--- src/rtl/spi_mm_pkg.sv ---
package spi_mm_pkg;
  localparam int CS_N   = 5;
  localparam int IN_N   = 4;
  localparam int BW     = 8;
  localparam int NBYTES = 3;
  localparam int DIVW   = 3;
  localparam int ADDR_W = 2;

  localparam int CSW   = $clog2(CS_N);
  localparam int INW   = $clog2(IN_N);
  localparam int BITW  = $clog2(BW);
  localparam int EDGES = 2 * BW * NBYTES;
  localparam int PHW   = $clog2(EDGES + 1);
  localparam int BYW   = PHW - BITW - 1;
  localparam int CNTW  = 1 << DIVW;
  localparam int REQ_B  = 0;
  localparam int CFG_LO = 1;

  typedef struct packed {
    logic            pha;
    logic            pol;
    logic [DIVW-1:0] div;
    logic [IN_N-1:0] en;
    logic [INW-1:0]  insel;
    logic [CSW-1:0]  cssel;
  } cfg_t;

  localparam int CFGW   = $bits(cfg_t);
  localparam int HOST_W = CFGW + 1;

  typedef enum logic [ADDR_W-1:0] {
    A_CTRL = 2'd0,
    A_CMD  = 2'd1,
    A_ADDR = 2'd2,
    A_DATA = 2'd3
  } reg_addr_e;

  typedef enum logic {S_IDLE, S_RUN} seq_state_e;

  // terminal count of the half-period counter: 2^div - 1
  function automatic logic [CNTW-1:0] half_minus1(input logic [DIVW-1:0] div);
    logic [CNTW-1:0] one;
    one = {{(CNTW-1){1'b0}}, 1'b1};
    return (one << div) - one;
  endfunction

  // byte sent in phase idx; phases past the last send zero
  function automatic logic [BW-1:0] pick_byte(input logic [BYW-1:0] idx,
                                              input logic [BW-1:0] b0,
                                              input logic [BW-1:0] b1,
                                              input logic [BW-1:0] b2);
    case (idx)
      BYW'(0): return b0;
      BYW'(1): return b1;
      BYW'(2): return b2;
      default: return '0;
    endcase
  endfunction

  // selected serial input, forced to 1 when disabled or out of range
  function automatic logic sel_input(input logic [IN_N-1:0] lines,
                                     input logic [IN_N-1:0] en,
                                     input logic [INW-1:0]  sel);
    logic r;
    r = 1'b1;
    for (int i = 0; i < IN_N; i++)
      if (sel == INW'(i) && en[i]) r = lines[i];
    return r;
  endfunction
endpackage

--- src/rtl/spi_mm_regs.sv ---
module spi_mm_regs
  import spi_mm_pkg::*;
(
  input  logic              clk,
  input  logic              rst_n,
  input  logic              wr_en,
  input  logic [ADDR_W-1:0] wr_addr,
  input  logic [HOST_W-1:0] wr_data,
  input  logic [ADDR_W-1:0] rd_addr,
  input  logic              busy,
  input  logic              rx_fire,
  input  logic [BW-1:0]     rx_word,
  output cfg_t              cfg,
  output logic [BW-1:0]     cmd_q,
  output logic [BW-1:0]     adr_q,
  output logic [BW-1:0]     dat_q,
  output logic              start,
  output logic [HOST_W-1:0] rd_data
);
  logic          wr_ok;
  logic [BW-1:0] rx_q;

  assign wr_ok = wr_en && !busy;
  assign start = wr_ok && (wr_addr == A_CTRL) && wr_data[REQ_B];

  always_ff @(posedge clk or negedge rst_n) begin
    if (!rst_n) begin
      cfg   <= '0;
      cmd_q <= '0;
      adr_q <= '0;
      dat_q <= '0;
      rx_q  <= '0;
    end else begin
      if (wr_ok) begin
        case (wr_addr)
          A_CTRL:  cfg   <= wr_data[CFG_LO +: CFGW];
          A_CMD:   cmd_q <= wr_data[BW-1:0];
          A_ADDR:  adr_q <= wr_data[BW-1:0];
          default: dat_q <= wr_data[BW-1:0];
        endcase
      end
      if (rx_fire) rx_q <= rx_word;
    end
  end

  always_comb begin
    case (rd_addr)
      A_CTRL:  rd_data = {cfg, busy};
      A_CMD:   rd_data = HOST_W'(cmd_q);
      A_ADDR:  rd_data = HOST_W'(adr_q);
      default: rd_data = HOST_W'(rx_q);
    endcase
  end
endmodule

--- src/rtl/spi_mm_clkgen.sv ---
module spi_mm_clkgen
  import spi_mm_pkg::*;
(
  input  logic            clk,
  input  logic            rst_n,
  input  logic            run,
  input  logic            restart,
  input  logic [DIVW-1:0] div,
  output logic            tick
);
  logic [CNTW-1:0] cnt;
  logic [CNTW-1:0] lim;

  assign lim  = half_minus1(div);
  assign tick = run && (cnt == lim);

  always_ff @(posedge clk or negedge rst_n) begin
    if (!rst_n)                      cnt <= '0;
    else if (restart || !run || tick) cnt <= '0;
    else                             cnt <= cnt + 1'b1;
  end
endmodule

--- src/rtl/spi_mm_seq.sv ---
module spi_mm_seq
  import spi_mm_pkg::*;
(
  input  logic           clk,
  input  logic           rst_n,
  input  logic           start,
  input  logic           tick,
  output logic           busy,
  output logic           done,
  output logic           lvl,
  output logic           edge_go,
  output logic           finish,
  output logic [PHW-1:0] ph
);
  seq_state_e state;

  assign busy    = (state == S_RUN);
  assign edge_go = busy && tick && (ph != PHW'(EDGES));
  assign finish  = busy && tick && (ph == PHW'(EDGES));

  always_ff @(posedge clk or negedge rst_n) begin
    if (!rst_n) begin
      state <= S_IDLE;
      ph    <= '0;
      lvl   <= 1'b0;
      done  <= 1'b0;
    end else begin
      done <= finish;
      if (start) begin
        state <= S_RUN;
        ph    <= '0;
        lvl   <= 1'b0;
      end else if (edge_go) begin
        ph  <= ph + 1'b1;
        lvl <= ~lvl;
      end else if (finish) begin
        state <= S_IDLE;
      end
    end
  end
endmodule

--- src/rtl/spi_mm_shifter.sv ---
module spi_mm_shifter
  import spi_mm_pkg::*;
(
  input  logic            clk,
  input  logic            rst_n,
  input  logic            start,
  input  logic            edge_go,
  input  logic [PHW-1:0]  ph,
  input  cfg_t            cfg,
  input  logic [BW-1:0]   cmd_q,
  input  logic [BW-1:0]   adr_q,
  input  logic [BW-1:0]   dat_q,
  input  logic [IN_N-1:0] miso,
  output logic            mosi,
  output logic            rx_fire,
  output logic [BW-1:0]   rx_word
);
  logic            lead;
  logic            smp_edge;
  logic            shf_edge;
  logic            last_bit;
  logic [BITW-1:0] bit_i;
  logic [BYW-1:0]  byte_i;
  logic            in_bit;
  logic            samp;
  logic [BW-1:0]   sh;

  assign lead     = ~ph[0];
  assign bit_i    = ph[BITW:1];
  assign byte_i   = ph[PHW-1:BITW+1];
  assign smp_edge = edge_go && (cfg.pha ? !lead : lead);
  assign shf_edge = edge_go && (cfg.pha ? lead : !lead);
  assign last_bit = (bit_i == BITW'(BW-1));
  assign in_bit   = sel_input(miso, cfg.en, cfg.insel);
  assign mosi     = sh[BW-1];

  // with late phase the final bit is taken live on the sampling edge
  assign rx_word = cfg.pha ? {sh[BW-2:0], in_bit} : {sh[BW-2:0], samp};
  assign rx_fire = last_bit && (byte_i == BYW'(NBYTES-1)) &&
                   (cfg.pha ? smp_edge : shf_edge);

  always_ff @(posedge clk or negedge rst_n) begin
    if (!rst_n) begin
      sh   <= '0;
      samp <= 1'b0;
    end else if (start) begin
      sh <= cmd_q;
    end else begin
      if (smp_edge) samp <= in_bit;
      if (shf_edge) begin
        if (cfg.pha)
          sh <= (bit_i == '0) ? pick_byte(byte_i, cmd_q, adr_q, dat_q)
                              : {sh[BW-2:0], samp};
        else
          sh <= last_bit ? pick_byte(byte_i + 1'b1, cmd_q, adr_q, dat_q)
                         : {sh[BW-2:0], samp};
      end
    end
  end
endmodule

--- src/rtl/spi_multi_master.sv ---
module spi_multi_master
  import spi_mm_pkg::*;
(
  input  logic              clk,
  input  logic              rst_n,
  input  logic              wr_en,
  input  logic [ADDR_W-1:0] wr_addr,
  input  logic [HOST_W-1:0] wr_data,
  input  logic [ADDR_W-1:0] rd_addr,
  output logic [HOST_W-1:0] rd_data,
  output logic              sclk,
  output logic              mosi,
  output logic [CS_N-1:0]   cs_n,
  input  logic [IN_N-1:0]   miso,
  output logic              busy,
  output logic              done
);
  cfg_t           cfg;
  logic [BW-1:0]  cmd_q, adr_q, dat_q;
  logic           start, tick, lvl, edge_go, finish;
  logic [PHW-1:0] ph;
  logic           rx_fire;
  logic [BW-1:0]  rx_word;
  logic           cfg_pol;

  assign cfg_pol = cfg.pol;

  spi_mm_regs u_regs (
    .clk(clk), .rst_n(rst_n), .wr_en(wr_en), .wr_addr(wr_addr),
    .wr_data(wr_data), .rd_addr(rd_addr), .busy(busy),
    .rx_fire(rx_fire), .rx_word(rx_word), .cfg(cfg),
    .cmd_q(cmd_q), .adr_q(adr_q), .dat_q(dat_q),
    .start(start), .rd_data(rd_data)
  );

  spi_mm_clkgen u_clk (
    .clk(clk), .rst_n(rst_n), .run(busy), .restart(start),
    .div(cfg.div), .tick(tick)
  );

  spi_mm_seq u_seq (
    .clk(clk), .rst_n(rst_n), .start(start), .tick(tick),
    .busy(busy), .done(done), .lvl(lvl), .edge_go(edge_go),
    .finish(finish), .ph(ph)
  );

  spi_mm_shifter u_shf (
    .clk(clk), .rst_n(rst_n), .start(start), .edge_go(edge_go),
    .ph(ph), .cfg(cfg), .cmd_q(cmd_q), .adr_q(adr_q), .dat_q(dat_q),
    .miso(miso), .mosi(mosi), .rx_fire(rx_fire), .rx_word(rx_word)
  );

  assign sclk = lvl ^ cfg.pol;

  for (genvar g = 0; g < CS_N; g++) begin : g_cs
    assign cs_n[g] = !(busy && (cfg.cssel == CSW'(g)));
  end
endmodule

--- config.mk ---
export PLATFORM = sky130hd
export DESIGN_NAME = spi_multi_master
export DESIGN_NICKNAME = d
export VERILOG_FILES = /design/src/rtl/spi_mm_pkg.sv /design/src/rtl/spi_mm_regs.sv /design/src/rtl/spi_mm_clkgen.sv /design/src/rtl/spi_mm_seq.sv /design/src/rtl/spi_mm_shifter.sv /design/src/rtl/spi_multi_master.sv
export SDC_FILE = /design/constraint.sdc
export NUM_CORES = 1
export LEC_CHECK = 0
export ABC_CLOCK_PERIOD_IN_PS = 6800
export BUFFER_PORTS_ARGS = -buffer_cell sky130_fd_sc_hd__buf_2
export CAP_MARGIN = 20
export CORE_MARGIN = 2
export CORE_UTILIZATION = 30
export CTS_BUF_LIST = sky130_fd_sc_hd__clkbuf_4 sky130_fd_sc_hd__clkbuf_8 sky130_fd_sc_hd__clkbuf_16
export CTS_CLUSTER_SIZE = 16
export DETAILED_ROUTE_END_ITERATION = 6
export PLACE_DENSITY_LB_ADDON = 0.15
export SETUP_SLACK_MARGIN = 0.2
export SYNTH_ARGS = -nofsm -noshare
export SYNTH_HDL_FRONTEND = slang
export SYNTH_HIERARCHICAL = 1
export SYNTH_SLANG_ARGS = --single-unit
--- constraint.sdc ---
create_clock -name clk -period 6.8 [get_ports clk]
set_input_delay 1.36 -clock clk [delete_from_list [all_inputs] [get_ports clk]]
set_output_delay 1.36 -clock clk [all_outputs]
set_load 0.03 [all_outputs]
== Yosys cells after proc, flatten, opt, wreduce, memory -nomap -nowiden ==
Index checks and enable logic that the tools add are counted.

* Equal/unequal tests: 20
* Shift-type cells: 1
* $add $sub $neg: 4
* Mux-type cells: 24
* Reductions and logical operators: 45
* Bitwise gates (word level): 5

{| class="wikitable"
|+ Operators with widths
! cell !! number
|-
| 8-bit 2-to-1 mux || 6
|-
| 8-bit one-hot mux with 3 select lines || 2
|-
| 15-bit one-hot mux with 3 select lines || 1
|-
| 1-bit logical AND || 20
|-
| 1-bit 2-to-1 mux || 13
|-
| 2-bit == test (second input constant) || 6
|-
| 6-bit 2-to-1 mux || 2
|-
| 2-bit AND reduction || 6
|-
| 2-bit by 1-bit == test with 1-bit output (second input constant) || 5
|-
| 2-bit zero test || 5
|-
| 8-bit by 1-bit adder with 8-bit output (second input constant) || 1
|-
| 8-bit == test || 1
|-
| 1-bit by 3-bit << shifter with 8-bit output (first input constant) || 1
|-
| 8-bit by 1-bit subtractor with 8-bit output (second input constant) || 1
|-
| 6-bit by 1-bit adder with 6-bit output (second input constant) || 1
|-
| 3-bit by 2-bit == test with 1-bit output (second input constant) || 2
|-
| 3-bit == test (second input constant) || 2
|-
| 6-bit == test (second input constant) || 1
|-
| 1-bit zero test || 6
|-
| 3-bit zero test || 2
|-
| 6-bit inequality test (second input constant) || 1
|-
| 2-bit nonzero test || 3
|-
| 1-bit inverter || 4
|-
| 3-bit by 1-bit == test with 1-bit output (second input constant) || 1
|-
| other kinds (5) || 6
|}

* Register bits after elaboration: 72
* Output and inout port bits: 24

== Logic depth before layout (Yosys ltp) ==
* Word-level depth: 9
* Mapped depth: 12

== By module ==
The synthesis kept the hierarchy.

{| class="wikitable"
|+ By module, submodules not included
! module !! instances !! area each (um^2) !! seq. area each (um^2) !! cells each
|-
| spi_mm_regs || 1 || 1998.2 || 1151.1 || 119
|-
| spi_mm_shifter || 1 || 1054.8 || 225.2 || 123
|-
| spi_mm_clkgen || 1 || 600.6 || 200.2 || 59
|-
| spi_mm_seq || 1 || 540.5 || 225.2 || 57
|-
| spi_multi_master || 1 || 61.3 || 0.0 || 6
|}

== Least setup slack after synthesis ==
No wires, ideal clock.

* Path type: input -> output
* Start point: input port rd_addr[0]
* End point: output port rd_data[0]
* Stages on the path: 2
* Slack: 3105 ps
* Data required time: 5440 ps
* Arrival time: 2335 ps
* Buffers on the path: 1
* Cells stage by stage: buf_2 -> mux4_1

* Word-level cells in the longest chain between the ends: 2
* Elaborated cells on any way between the ends: 4
* Classes of those cells: eq/ne (2); mux (1); reduce/logical (1)

{| class="wikitable"
|+ RTL lines
! what !! line !! source
|-
| from (decl) || spi_multi_master.sv:9 || <nowiki>input logic [ADDR_W-1:0] rd_addr,</nowiki>
|-
| 2-bit == test (tied with other cells) || spi_mm_regs.sv:47 || <nowiki>case (rd_addr)</nowiki>
|-
| 15-bit one-hot mux with 3 select lines * || spi_mm_regs.sv:47 ||
|-
| to (decl) || spi_multi_master.sv:10 || <nowiki>output logic [HOST_W-1:0] rd_data,</nowiki>
|}

Mark *: on every way between the ends. The rest lies on a longest branch, timed or not.

== Worst setup path in the final report ==
Ends and elaborated chain as after synthesis.

==> reports/summary.md <==
Of the total power, the share spent switching nets is 37.53%. The part of the power in the clock network is 26.3%. In this run the most critical hold path is launched from u_regs/rx_q[7]. The multi-input combinational cell area was 2282 sq um; the number of vias after detailed routing was 3206.

Along the worst path, the maximum fanout reaches 9. Gates resized during post-CTS repair numbered 0. The global routing stage identified its most utilized layer as met1. The clock arrives with 0.003839 ns of skew. In this design, the stage delay of the slowest critical-path cell is 0.59 ns. Number of detailed-route iterations in the first pass: 4. Combinational logic burns 33.2% of the power.

The arrival time of data at the critical path endpoint was 2.46 ns; the remaining antenna violation count was 0. At the pin with the least slew margin, the transition time is 0.9585 ns. The number of antenna diodes in the final layout is 0.

Clock-pin slew was measured on the worst setup and hold paths at 0.05 ns. For this design the static power due to leakage is 2.061 nW. The number of cells on the worst hold path was 1; the insertion delay of the later-clocked pin in the worst-skew pair was 0.33 ns. The met3 track utilization from global routing was 2.399%. Counting stages on the worst path, the most repeated cell is sky130_fd_sc_hd__buf_2. For the max-slew violation count, the log shows 0.

In this run, CTS created clock tree buffers numbering 9. For this run, the post-layout net count is 436. Setup repair after global routing left no endpoint under its margin.

The run gives 0.2616 GHz as the upper clock frequency limit. The critical path in this run is classified as input port to primary output. The slack of the worst reg-to-reg path came out at 3.46 ns. TritonCTS built the clock tree. The vertical die dimension was 123.1 microns. The violation count after the first detailed-route iteration is 170, and the fraction of the yosys area taken by sequential cells is 42.34%.

The share of total power dissipated in sequential elements is 40.5%. After synthesis, the mean cell area works out to 11.69 sq um. After clock tree synthesis, the setup repair step added 0 buffers.

The wire length per cell after detailed routing is 18.80 microns. The die covers 15150 sq um. Buffer levels on the longest clock path: 2. The first global-routing pass estimated 17850 microns of wire.

The H-tree generated during clock tree synthesis spans 3 levels. At the placement stage, the worst setup path has a slack of 2.950 ns. For the I/O pin count, the log shows 50. The logs give 0.0001483 V for the worst IR drop on VDD and 0 ns for the setup total negative slack. The hold path endpoint was u_regs/rx_q[7]. The final count of hold timing violations is 0. For this run, global-route usage on met1 was measured as 24.16%. The post-synthesis net count is 393, and the port buffer count is 49.

The HPWL after detailed placement is 7125 microns. Via count normalized by instance count: 5.425. Traced cell by cell, the critical path runs through buf_2 -> mux4_1 -> buf_2. The endpoint identified for the worst register-to-register timing path is u_regs/rx_q[2].

Setup violations remaining at the end of the flow were counted as 0. The number of global-route vias before repair was 3107; the required time reported for the critical path endpoint was 5.44 ns. Counting flops with an async set or reset pin after synthesis yields a share of 100.0%.

Initial antenna violation count: 0. The portion of the clock cycle consumed by the worst path in the final layout came out at 56.22%. In this run the worst hold path is classified as register to register. For this run the aggregate overflow at the end of global routing stands at 0.

The run gives 30.66% as the initial cell density of the core. CTS placed an instance of sky130_fd_sc_hd__clkbuf_16 at the clock tree root. The kind of end point of the critical path is a primary output. Max-cap violations in this run came to 0. The tools report the final critical-path setup slack as 2.977 ns. The shortest clock period the worst path allows after layout works out to 3.823 ns. The run finished with clean final reports.

For this run, global-route usage on met2 was measured as 22.10%. Cell type of the slowest stage on the worst timing path: sky130_fd_sc_hd__mux4_1. The startpoint identified for the worst register-to-register timing path is u_regs/cfg[11]. The number of enable-type register cells in the synthesized netlist was 0; the area of the placeable core was 13880 sq um.

For this block, the routed nets add up to 11110 microns of wire. The synthesized flop and latch total is 72. The worst setup path is launched from an input port. Synthesis produced 364 cells.

Measured along the x axis, the die boundary spans 123.1 microns. The total number of yosys warnings is 6, and the power density normalized to cell area is 399.8 nW/um^2. The tools report the post-detailed-route DRC marker count as 0.

Headroom to the max-slew limit came out at 36.10%. The run gives 0 as the number of hold buffers added after cts. The run gives 72 as the number of sinks handled by clock tree synthesis.

The unique cell type count in the Yosys netlist was 65; the fraction of layout cells with a size suffix above 1 was 33.09%. The maximum number of pins on one net before global-route repair was 73. Across the whole layout, storage elements account for 1802 sq um.

The most used flip-flop cell after synthesis is sky130_fd_sc_hd__dfrtp_1. For the area of the mapped netlist, the log shows 4255 sq um. The last weighted congestion value of the routability-driven placer is 0.7654. Fill cells in the final layout number 1391. The count of standard-cell rows is 43. Measured in cells, the most critical reg-to-reg path has a length of 10. The overall global routing resource usage is 15.70%, and the synthesis-to-finish area growth is 16.61%.

The run gives 0.7446 mW as the net switching power. The internal power of the cells totals 1.239 mW.
==> metrics by stage <==
stage / area [sq um] / power, mW / util, % / hold slack [ns] / instances
finish: 4962 / 1.984 / 35.75 / 0.5089 / 591
global route: 4962 / 2.117 / 35.75 / 0.5229 / 591
CTS: 4935 / 2.008 / 35.55 / 0.5074 / 590
detailed placement: 4609 / 1.471 / 33.21 / 0.4948 / 575
global placement: 4609 / 1.456 / 33.21 / 0.4899 / 575
floorplan: 4255 / 1.293 / - / 0.4724 / 364
==> worst max-delay path: cells and delay by family <==
kind | cells | cell delay [ns]
buf+inv | 2 | 0.50
mux | 1 | 0.59
==> per-layer routing <==
metal | vias up | share of wire [%]
li1 | 1500 | -
met3 | 10 | 6.0
met1 | 1599 | 51
met4 | 0 | 1.4
met5 | - | 0
met2 | 97 | 42
==> sequential cells by signal, indices dropped and copies added (netlist names) <==
register	count
u_clk/cnt	8
u_regs/adr_q	8
u_regs/cfg	14
u_regs/cmd_q	8
u_regs/dat_q	8
u_regs/rx_q	8
u_seq/busy	1
u_seq/done	1
u_seq/lvl	1
u_seq/ph	6
u_shf/samp	1
u_shf/sh	8
==> logic make-up after synthesis <==
| family | Yosys count | synth area share, % |
|---|---|---|
| flops | 72 | 42.34 |
| mux | 64 | 19.11 |
| buf+inv | 28 | 4.175 |
| compound gates | 85 | 15.53 |
| simple gates | 103 | 16.11 |
| fa+ha+maj | 3 | 0.8822 |
| xor+xnor | 9 | 1.852 |
==> cell usage after synthesis, drive strengths merged, types with 2 or more instances <==
cell type	instances	area share (%)
dfrtp	72	42
mux2	55	15
nand2	20	1.8
a211oi	16	2.8
and2	16	2.4
buf	16	3.0
o21ai	11	1.3
nor2	9	0.85
a21boi	8	1.4
a221oi	8	1.6
a22oi	8	1.4
mux4	8	4.3
o311a	8	1.9
o31ai	8	1.5
a21oi	7	0.91
nand3	7	0.82
inv	6	0.53
nor4b	6	1.6
xor2	6	1.2
and3	5	0.74
clkbuf	5	0.44
nor3b	4	0.97
nor4	4	0.59
a31oi	3	0.44
and4b	3	0.71
ha	3	0.88
nand2b	3	0.44
nand4bb	3	0.79
nor2b	3	0.44
or2b	3	0.53
or3	3	0.59
xnor2	3	0.62
a311o	2	0.47
and4bb	2	0.59
nand4b	2	0.41
nor3	2	0.50
or4	2	0.35
==> worst max path at each step <==
stage                    start         end  slack (ns)  depth (start not counted)
floorplan           rd_addr[0]  rd_data[0]        3.10                          2
global placement    rd_addr[0]  rd_data[0]        2.95                          3
detailed placement  rd_addr[0]  rd_data[0]        2.95                          3
CTS                 rd_addr[0]  rd_data[0]        2.95                          3
global route        rd_addr[0]  rd_data[0]        2.91                          3
finish              rd_addr[0]  rd_data[0]        2.98                          3
==> power by group through the flow <==
stage / clock network [mW] / registers (mW) / logic [mW]
after floorplan: 0 / 0.721 / 0.571
after global placement: 0 / 0.808 / 0.647
after detailed placement: 0 / 0.812 / 0.659
after CTS: 0.540 / 0.805 / 0.663
after global routing: 0.555 / 0.840 / 0.722
final: 0.521 / 0.803 / 0.659
==> cell type report <==
type	count	area share, %
multi-input combinational	264	45.99
timing repair buffer	54	6.152
clock inverter	3	1.311
tap	180	4.539
clock buffer	12	5.245
inverter	6	0.4539
sequential	72	36.31
==> cells in the final DEF, fill, tap and decap left out, types with 5 or more instances in the layout <==
cell type,netlist,final
sky130_fd_sc_hd__dfrtp_1,72,72
sky130_fd_sc_hd__buf_2,8,48
sky130_fd_sc_hd__mux2_2,47,47
sky130_fd_sc_hd__nand2_1,20,20
sky130_fd_sc_hd__and2_1,16,16
sky130_fd_sc_hd__a211oi_1,16,16
sky130_fd_sc_hd__o21ai_0,11,11
sky130_fd_sc_hd__clkbuf_16,0,9
sky130_fd_sc_hd__nor2_1,8,8
sky130_fd_sc_hd__mux2_1,8,8
sky130_fd_sc_hd__a221oi_1,8,8
sky130_fd_sc_hd__a21boi_0,8,8
sky130_fd_sc_hd__o311a_1,8,8
sky130_fd_sc_hd__a22oi_1,8,8
sky130_fd_sc_hd__nand3_1,7,7
sky130_fd_sc_hd__mux4_2,7,7
sky130_fd_sc_hd__o31ai_1,7,7
sky130_fd_sc_hd__xor2_1,6,6
sky130_fd_sc_hd__a21oi_1,6,6
sky130_fd_sc_hd__buf_4,0,5
sky130_fd_sc_hd__nor4b_1,5,5
sky130_fd_sc_hd__and3_1,5,5
sky130_fd_sc_hd__inv_1,5,5
Power figures use the tool's default switching activity.
